[src/rtl/adc_trim_core.sv]
module adc_trim_core #(
  parameter int W    = 24,
  parameter int GW   = 24,
  parameter int FRAC = 22
) (
  input  logic          clk,
  input  logic          rst_n,
  input  logic          in_valid,
  input  logic [W-1:0]  in_data,
  input  logic          order_sel,
  input  logic          reg_we,
  input  logic          reg_sel,
  input  logic [W-1:0]  reg_wdata,
  output logic [W-1:0]  reg_rdata,
  input  logic          cal_load,
  input  logic [W-1:0]  cal_off,
  input  logic [GW-1:0] cal_gain,
  output logic          out_valid,
  output logic [W-1:0]  out_data,
  output logic          ovf_flag
);
  localparam int PW = W + GW + 2;
  localparam int SW = PW - FRAC;
  localparam int RW = SW + 1;
  localparam logic signed [RW-1:0] MAXV = RW'((64'sd1 <<< (W-1)) - 64'sd1);
  localparam logic signed [RW-1:0] MINV = RW'(-(64'sd1 <<< (W-1)));
  localparam logic [GW-1:0] UNITY = GW'(64'd1 << FRAC);

  logic signed [W-1:0]  off_q;
  logic [GW-1:0]        gain_q;

  logic                 s1_v, s1_mode;
  logic signed [W:0]    s1_pre;
  logic signed [W-1:0]  s1_off;
  logic [GW-1:0]        s1_gain;

  logic signed [W:0]    pre;
  logic signed [PW-1:0] prod, rnd;
  logic signed [SW-1:0] sh;
  logic signed [RW-1:0] res;
  logic                 hi, lo;

  assign reg_rdata = reg_sel ? W'(gain_q) : off_q;

  always_ff @(posedge clk) begin
    if (!rst_n) begin
      off_q  <= '0;
      gain_q <= UNITY;
    end else begin
      if (cal_load) begin
        off_q  <= cal_off;
        gain_q <= cal_gain;
      end
      if (reg_we && !reg_sel) off_q  <= reg_wdata;
      if (reg_we &&  reg_sel) gain_q <= GW'(reg_wdata);
    end
  end

  assign pre = order_sel ? {in_data[W-1], in_data}
                         : ({in_data[W-1], in_data} - {off_q[W-1], off_q});

  always_ff @(posedge clk) begin
    if (!rst_n) begin
      s1_v    <= 1'b0;
      s1_mode <= 1'b0;
      s1_pre  <= '0;
      s1_off  <= '0;
      s1_gain <= '0;
    end else begin
      s1_v <= in_valid;
      if (in_valid) begin
        s1_mode <= order_sel;
        s1_pre  <= pre;
        s1_off  <= off_q;
        s1_gain <= gain_q;
      end
    end
  end

  assign prod = PW'(s1_pre) * PW'($signed({1'b0, s1_gain}));
  assign rnd  = prod + (PW'(1) <<< (FRAC-1));
  assign sh   = rnd[PW-1:FRAC];
  assign res  = s1_mode ? ({sh[SW-1], sh} - RW'(s1_off)) : {sh[SW-1], sh};
  assign hi   = res > MAXV;
  assign lo   = res < MINV;

  always_ff @(posedge clk) begin
    if (!rst_n) begin
      out_valid <= 1'b0;
      out_data  <= '0;
      ovf_flag  <= 1'b0;
    end else begin
      out_valid <= s1_v;
      if (s1_v) begin
        out_data <= hi ? MAXV[W-1:0] : lo ? MINV[W-1:0] : res[W-1:0];
        if (hi || lo) ovf_flag <= 1'b1;
      end
    end
  end
endmodule

[config.mk]
export PLATFORM = sky130hd
export DESIGN_NAME = adc_trim_core
export DESIGN_NICKNAME = d
export VERILOG_FILES = /design/src/rtl/adc_trim_core.sv
export SDC_FILE = /design/constraint.sdc
export NUM_CORES = 2
export LEC_CHECK = 0
export ABC_AREA = 1
export BUFFER_PORTS_ARGS = -buffer_cell sky130_fd_sc_hd__buf_2
export CORE_UTILIZATION = 50
export DETAILED_ROUTE_END_ITERATION = 10
export GPL_ROUTABILITY_DRIVEN = 0
export GPL_TIMING_DRIVEN = 0
export PLACE_DENSITY = 0.69
export SLEW_MARGIN = 20
export SYNTH_ARGS = -nofsm -noshare
export SYNTH_HDL_FRONTEND = slang
export SYNTH_SLANG_ARGS = --single-unit
[constraint.sdc]
create_clock -name clk -period 18.2 [get_ports clk]
set_clock_uncertainty 0.1 [all_clocks]
set_input_delay 0 -clock clk [delete_from_list [all_inputs] [get_ports clk]]
set_output_delay 0 -clock clk [all_outputs]
set_load 0.05 [all_outputs]
After elaboration in Yosys (flattened, before gate mapping)
Index checks and enable logic that the tools add are counted.

cells by class
  reduce and logical (&&, ||, !) cells = 7
  order comparisons = 2
  add/subtract/negate cells = 3
  bitwise logic cells = 0
  eq/ne operators = 0
  multipliers = 1
  multiplexer cells = 9
  div/mod/pow operators = 0
  shift operators = 0

operator list
  operator                  count
  $mux W24                  7
  $add A50 B23 Y50 const B  1
  $mul A25 B25 Y50          1
  $gt A29 B24 Y1 const B    1
  $lt A29 B24 Y1 const B    1
  $mux W29                  1
  $sub A28 B24 Y29          1
  $mux W25                  1
  $sub A24 B24 Y25          1
  $reduce_bool A2 Y1        2
  $logic_and A1 B1 Y1       2
  $reduce_and A2 Y1         1
  $logic_not A1 Y1          1
  $logic_or A1 B1 Y1        1

word-level totals
  memory bits (read-only) = 0
  bits in latches = 0
  flip-flop bits (word level) = 149
  logic and storage cells = 32
  bits of input ports = 103
  memories = 0
  memory bits (writable) = 0
  output and inout bits = 50

Depth between registers and ports, before layout
  depth in word-level cells = 7
  mapped depth = 50
  mapped depth without buffers = 48

Least setup slack after synthesis
OpenSTA, ideal clock, no wires.

  kind = reg-to-reg
  start = register s1_pre[24]
  end = register out_data[11]
  data required time = 18.030 ns
  cell stages (with the launch flop) = 43
  data arrival time = 8.167 ns
  slack = 9.863 ns
  path buffers = 3
  library setup time = 0.070 ns
  clock period less this slack = 8.337 ns
  cells stage by stage = dfxtp_1 > clkbuf_1 > clkbuf_1 > nand2_1 > inv_1 > fa_1 > fa_1 > fa_1 > inv_1 > fa_1 > inv_1 > fa_1 > fa_1 > ha_1 > nand2_1 > inv_1 > nand2_1 > inv_2 > (+7 left out) > nand2_1 > nand2_1 > ha_1 > nand2_1 > nor2_1 > inv_1 > nor3_2 > o21ai_0 > nand4_1 > nand2_1 > nand2_1 > nand2_1 > nor2_2 > nand3_2 > a21oi_4 > buf_8 > nand2_2 > a21oi_2

between the ends
  word-level cells in the longest chain between the ends = 7
  elaborated cells on any way between the ends = 8
  classes of those cells = add/sub: 2; mul: 1; order compare: 2; mux: 3

ends and longest elaborated chain
  item                    RTL line  text
  start, declared         33        logic signed [W:0] s1_pre;
  start signal, assigned  73        s1_pre <= pre;
  $mul A25 B25 Y50 (*)    80        assign prod = PW'(s1_pre) * PW'($signed({1'b0, s1_gain}));
  $add A50 B23 Y50 (*)    81        assign rnd = prod + (PW'(1) <<< (FRAC-1));
  $sub A28 B24 Y29        83        assign res = s1_mode ? ({sh[SW-1], sh} - RW'(s1_off)) : {sh[SW-1], sh};
  $mux W29 (*)            83
  $lt A29 B24 Y1          85        assign lo = res < MINV;
  $mux W24                95        out_data <= hi ? MAXV[W-1:0] : lo ? MINV[W-1:0] : res[W-1:0];
  $mux W24 (*)            95
  end signal, assigned    95
  end, declared           19        output logic [W-1:0] out_data,

Mark *: on every way between the ends. The rest lies on a longest branch, timed or not.
A chain may end at the register's enable or synchronous reset.

Worst setup path in the final report
  start = register s1_pre[24]
  end = register out_data[22]

Same word-level chain as after synthesis.

==> metrics.txt <==
# TYPE chip_impl_metric gauge
chip_impl_metric{name="ant_nets",unit=""} 0
chip_impl_metric{name="postSynthRegisterBits",unit=""} 149
chip_impl_metric{name="finalCoreUtilization",unit="%"} 56.3
chip_impl_metric{name="power.ir.vdd_worst",unit="mV"} 0.182
chip_impl_metric{name="layout.filler_cells",unit=""} 6461
chip_impl_metric{name="synth_sequential_area_ratio",unit="%"} 8.71
chip_impl_metric{name="cpPeakStageDelay",unit="ns"} 0.70
chip_impl_metric{name="htree_levels",unit=""} 4
chip_impl_metric{name="share_comb_of_total_power",unit="%"} 84.1
chip_impl_info{name="tritoncts",value="built"} 1
chip_impl_metric{name="tightestPinTransition",unit="ns"} 1.21
chip_impl_metric{name="post_route_drc",unit=""} 0
chip_impl_info{name="worstHoldStart",value="in_data[1]"} 1
chip_impl_metric{name="dieArea",unit="um2"} 69600
chip_impl_metric{name="drtIter0Drc",unit=""} 3197
chip_impl_metric{name="syn_to_layout_area_delta",unit="%"} 10.9
chip_impl_metric{name="tmin_final",unit="ns"} 10.73
chip_impl_metric{name="layout.area.seq",unit="um2"} 2980
chip_impl_metric{name="setup_tns",unit="ns"} 0
chip_impl_metric{name="portBuffers",unit=""} 149
chip_impl_info{name="hp-class",value="primary input to flip-flop"} 1
chip_impl_metric{name="routed_wire_length_per_instance",unit="um"} 18.6
chip_impl_metric{name="avgViaCountPerCell",unit=""} 5.21
chip_impl_metric{name="post_route_cells_drive_above_1_share",unit="%"} 5.54
chip_impl_metric{name="drt-pass1-iter-count",unit=""} 6
chip_impl_metric{name="timing.final.max_slew_violations",unit=""} 0
chip_impl_metric{name="synth_edf_count",unit=""} 0
chip_impl_metric{name="worstHoldPathCells",unit=""} 6
chip_impl_metric{name="p_clk_share",unit="%"} 7.8
chip_impl_info{name="slowest_stage",value="sky130_fd_sc_hd__fa_1"} 1
chip_impl_info{name="most_common_cell_type_on_the_critical_path",value="sky130_fd_sc_hd__nand2_1"} 1
chip_impl_metric{name="switching_share",unit="%"} 59.7
chip_impl_metric{name="io_pins",unit=""} 153
chip_impl_metric{name="final_min_period_over_clock_period",unit="%"} 58.9
chip_impl_metric{name="max_freq",unit="MHz"} 93.2
chip_impl_metric{name="grt-ovfl-total",unit=""} 0
chip_impl_metric{name="antennaDiodeCount",unit=""} 0
chip_impl_info{name="result_of_the_run",value="completed"} 1
chip_impl_metric{name="grt_start_max_net_pins",unit=""} 19
chip_impl_metric{name="clkSlewWorstSetupHoldPaths",unit="ns"} 0.07
chip_impl_metric{name="critical_path_required_time",unit="ns"} 18.39
chip_impl_metric{name="ys_async_sr_fraction",unit="%"} 0
chip_impl_metric{name="worst-r2r-cell-count",unit=""} 44
chip_impl_metric{name="first_global_vias",unit=""} 31400
chip_impl_metric{name="cts.repair.resized",unit=""} 0
chip_impl_metric{name="p_leak",unit="uW"} 0.0224
chip_impl_info{name="crit-reg2reg-capture",value="out_data[22]"} 1
chip_impl_info{name="reg2reg_from",value="s1_pre[24]"} 1
chip_impl_info{name="start_kind",value="flip-flop"} 1
chip_impl_metric{name="timing.critical_path.buf_inv",unit=""} 11
chip_impl_metric{name="setup_viol",unit=""} 0
chip_impl_metric{name="cts-buffers-inserted",unit=""} 17
chip_impl_metric{name="die_w",unit="um"} 264
chip_impl_metric{name="postCtsSetupRepairBufs",unit=""} 0
chip_impl_metric{name="number_of_nets_in_the_synthesized_netlist",unit=""} 5771
chip_impl_metric{name="holdBufCountCts",unit=""} 124
chip_impl_metric{name="sequentialPowerShare",unit="%"} 8.1
chip_impl_metric{name="detail_route.wirelength",unit="um"} 112000
chip_impl_metric{name="antenna_violations_before_repair",unit=""} 0
chip_impl_metric{name="floorplan.initialDensity",unit="%"} 50.7
chip_impl_metric{name="cts_max_path_buffers",unit=""} 2
chip_impl_metric{name="netSwitchingPower",unit="uW"} 2900
chip_impl_metric{name="die_height",unit="um"} 264
chip_impl_metric{name="vias",unit=""} 31300
chip_impl_metric{name="core",unit="um2"} 67500
chip_impl_metric{name="grt_first_pass_wirelength",unit="um"} 175000
chip_impl_metric{name="cts_sinks",unit=""} 149
chip_impl_metric{name="avgSynthCellArea",unit="um2"} 7.11
chip_impl_metric{name="worstSkewPairLatency",unit="ns"} 0.44
chip_impl_info{name="synth_top_area_cell",value="sky130_fd_sc_hd__fa_1"} 1
chip_impl_metric{name="maxCapViolCount",unit=""} 0
chip_impl_info{name="timing.critical_path.to_type",value="flip-flop"} 1
chip_impl_info{name="critPathTopFamily",value="adder cells"} 1
chip_impl_info{name="clk_root_buffer_cell",value="sky130_fd_sc_hd__clkbuf_16"} 1
chip_impl_metric{name="power_density",unit="nW/um2"} 128
chip_impl_metric{name="netlist.area_leader.share",unit="%"} 37.1
chip_impl_metric{name="globalRouteTotalUtil",unit="%"} 33.0
chip_impl_metric{name="slew_headroom",unit="%"} 19.4
chip_impl_metric{name="syn_inst",unit=""} 4819
chip_impl_info{name="yosys_most_used_dff",value="sky130_fd_sc_hd__dfxtp_1"} 1
chip_impl_info{name="worst-setup-path-type",value="flip-flop to flip-flop"} 1
chip_impl_metric{name="syn_area",unit="um2"} 34300
chip_impl_metric{name="reg_to_reg_slack_setup",unit="ns"} 7.47
chip_impl_metric{name="internal_power",unit="uW"} 1960
chip_impl_metric{name="multi_input_comb_area",unit="um2"} 25200
chip_impl_metric{name="arrival_time_at_the_worst_endpoint",unit="ns"} 10.91
chip_impl_metric{name="nNetsFinal",unit=""} 6064
chip_impl_metric{name="hpwlAfterDp",unit="um"} 93200
chip_impl_metric{name="yosys_warnings",unit=""} 0
chip_impl_info{name="post_synth_main_area_contributors",value="sky130_fd_sc_hd__fa_1 (37%), sky130_fd_sc_hd__inv_1 (15%), sky130_fd_sc_hd__nand2_1 (13%)"} 1
chip_impl_metric{name="hold_viol",unit=""} 0
chip_impl_info{name="whs_endpoint",value="s1_pre[3]"} 1
chip_impl_metric{name="post_synthesis_cell_type_count",unit=""} 46
chip_impl_metric{name="timing.critical_path.fanout_max",unit=""} 10
chip_impl_info{name="grt_setup_unrepaired",value="false"} 1
chip_impl_metric{name="rows",unit=""} 95
## worst register-to-register path: cells and delay by family (launching register included)
kind,cells,cell delay [ns]
buffers and inverters,11,2.27
AOI/OAI and AO/OA,4,0.59
adders and majority gates,9,4.75
DFF,1,0.31
and+or+nand+nor,20,2.51
## final cells by class
cell class	instances	area share (%)
Buffer	217	2.19
Clock buffer	17	1.12
Sequential cell	149	7.85
Timing Repair Buffer	274	5.28
Multi-Input combinational cell	3045	66.2
Tap cell	873	2.88
Inverter	1408	13.9
Clock inverter	15	0.537
## metrics by stage
| stage | setup slack, ns | area (um2) | total power [uW] | hold slack, ns | std cells |
|---|---|---|---|---|---|
| 6_report | 7.47 | 38000 | 4860 | 0.158 | 5998 |
| 5_1_grt | 6.80 | 38000 | 5360 | 0.214 | 5998 |
| 4_1_cts | 7.63 | 38000 | 4780 | 0.139 | 5998 |
| 3_5_place_dp | 7.70 | 36100 | 4340 | 0.133 | 5842 |
| 3_3_place_gp | 7.43 | 36100 | 4330 | 0.129 | 5841 |
| 2_1_floorplan | 9.86 | 34300 | 3300 | 0.0383 | 4819 |
## sequential cells by signal, summed over array words and instances, names as in the netlist
register   cells
out_data      24
out_valid      1
s1_mode        1
gain_q        24
off_q         24
s1_gain       24
s1_v           1
s1_pre        25
s1_off        24
ovf_flag       1
## power by group through the flow
| stage | sequential, uW | combinational, uW | clock [uW] |
|---|---|---|---|
| 3_3_place_gp | 401 | 3930 | 0 |
| 2_1_floorplan | 482 | 2810 | 0 |
| 4_1_cts | 394 | 4010 | 379 |
| 6_report | 395 | 4090 | 377 |
| 5_1_grt | 400 | 4560 | 395 |
| 3_5_place_dp | 401 | 3940 | 0 |
## how the worst max path moves through the flow
stage	from	to	slack [ns]	depth (start not counted)
after floorplan	s1_pre[24]	out_data[11]	9.86	42
after global placement	s1_pre[24]	out_data[22]	7.43	43
after detailed placement	s1_pre[24]	out_data[8]	7.70	44
after CTS	s1_pre[24]	out_data[22]	7.63	44
after global routing	s1_pre[24]	out_data[22]	6.80	44
final	s1_pre[24]	out_data[22]	7.47	44
## synthesized netlist by cell type, types with 4 or more instances
cell type / count
sky130_fd_sc_hd__a21o_1: 12
sky130_fd_sc_hd__a21oi_1: 179
sky130_fd_sc_hd__a21oi_2: 12
sky130_fd_sc_hd__a31oi_1: 29
sky130_fd_sc_hd__buf_2: 5
sky130_fd_sc_hd__clkbuf_1: 208
sky130_fd_sc_hd__dfxtp_1: 149
sky130_fd_sc_hd__fa_1: 634
sky130_fd_sc_hd__ha_1: 215
sky130_fd_sc_hd__inv_1: 1387
sky130_fd_sc_hd__inv_2: 21
sky130_fd_sc_hd__nand2_1: 1229
sky130_fd_sc_hd__nand2_2: 22
sky130_fd_sc_hd__nand3_1: 87
sky130_fd_sc_hd__nand3_2: 4
sky130_fd_sc_hd__nand4_1: 30
sky130_fd_sc_hd__nor2_1: 220
sky130_fd_sc_hd__nor2_2: 19
sky130_fd_sc_hd__nor2_4: 5
sky130_fd_sc_hd__nor3_1: 14
sky130_fd_sc_hd__o211ai_1: 11
sky130_fd_sc_hd__o21ai_0: 228
sky130_fd_sc_hd__o21bai_1: 13
sky130_fd_sc_hd__xnor2_1: 23
sky130_fd_sc_hd__xor2_1: 25
## per-layer routing
metal	share of wire, %	vias to the layer above	global-route usage, %
met5	0	-	0
met4	5.9	0	16.8
li1	-	14500	-
met3	11	324	6.92
met2	44	1607	52.2
met1	39	14900	43.0
## cell families after synthesis
group	share of synthesized area, %
xor gates and xnor gates	1.23
buffers and inverters	17.9
adders and majority gates	44.9
AOI/OAI and AO/OA	8.02
and+or+nand+nor	19.3
DFF	8.71
## placed cells by master (no fill, tap or decap), drive strengths merged, types with 3 or more instances in the layout
cell type    instances
o211ai              11
ha                 215
clkinv               4
xor2                25
and2                 3
a31oi               29
clkbuf             225
or2                  3
nand4               30
a211oi               3
a21oi              192
o21a                 3
a21o                12
fa                 634
buf                159
dlygate4sd3        124
o21bai              13
nand2             1251
nand3               91
nor3                17
dfxtp              149
xnor2               23
nor2               244
inv               1417
o21ai              230
(Power assumes the default switching activity.)
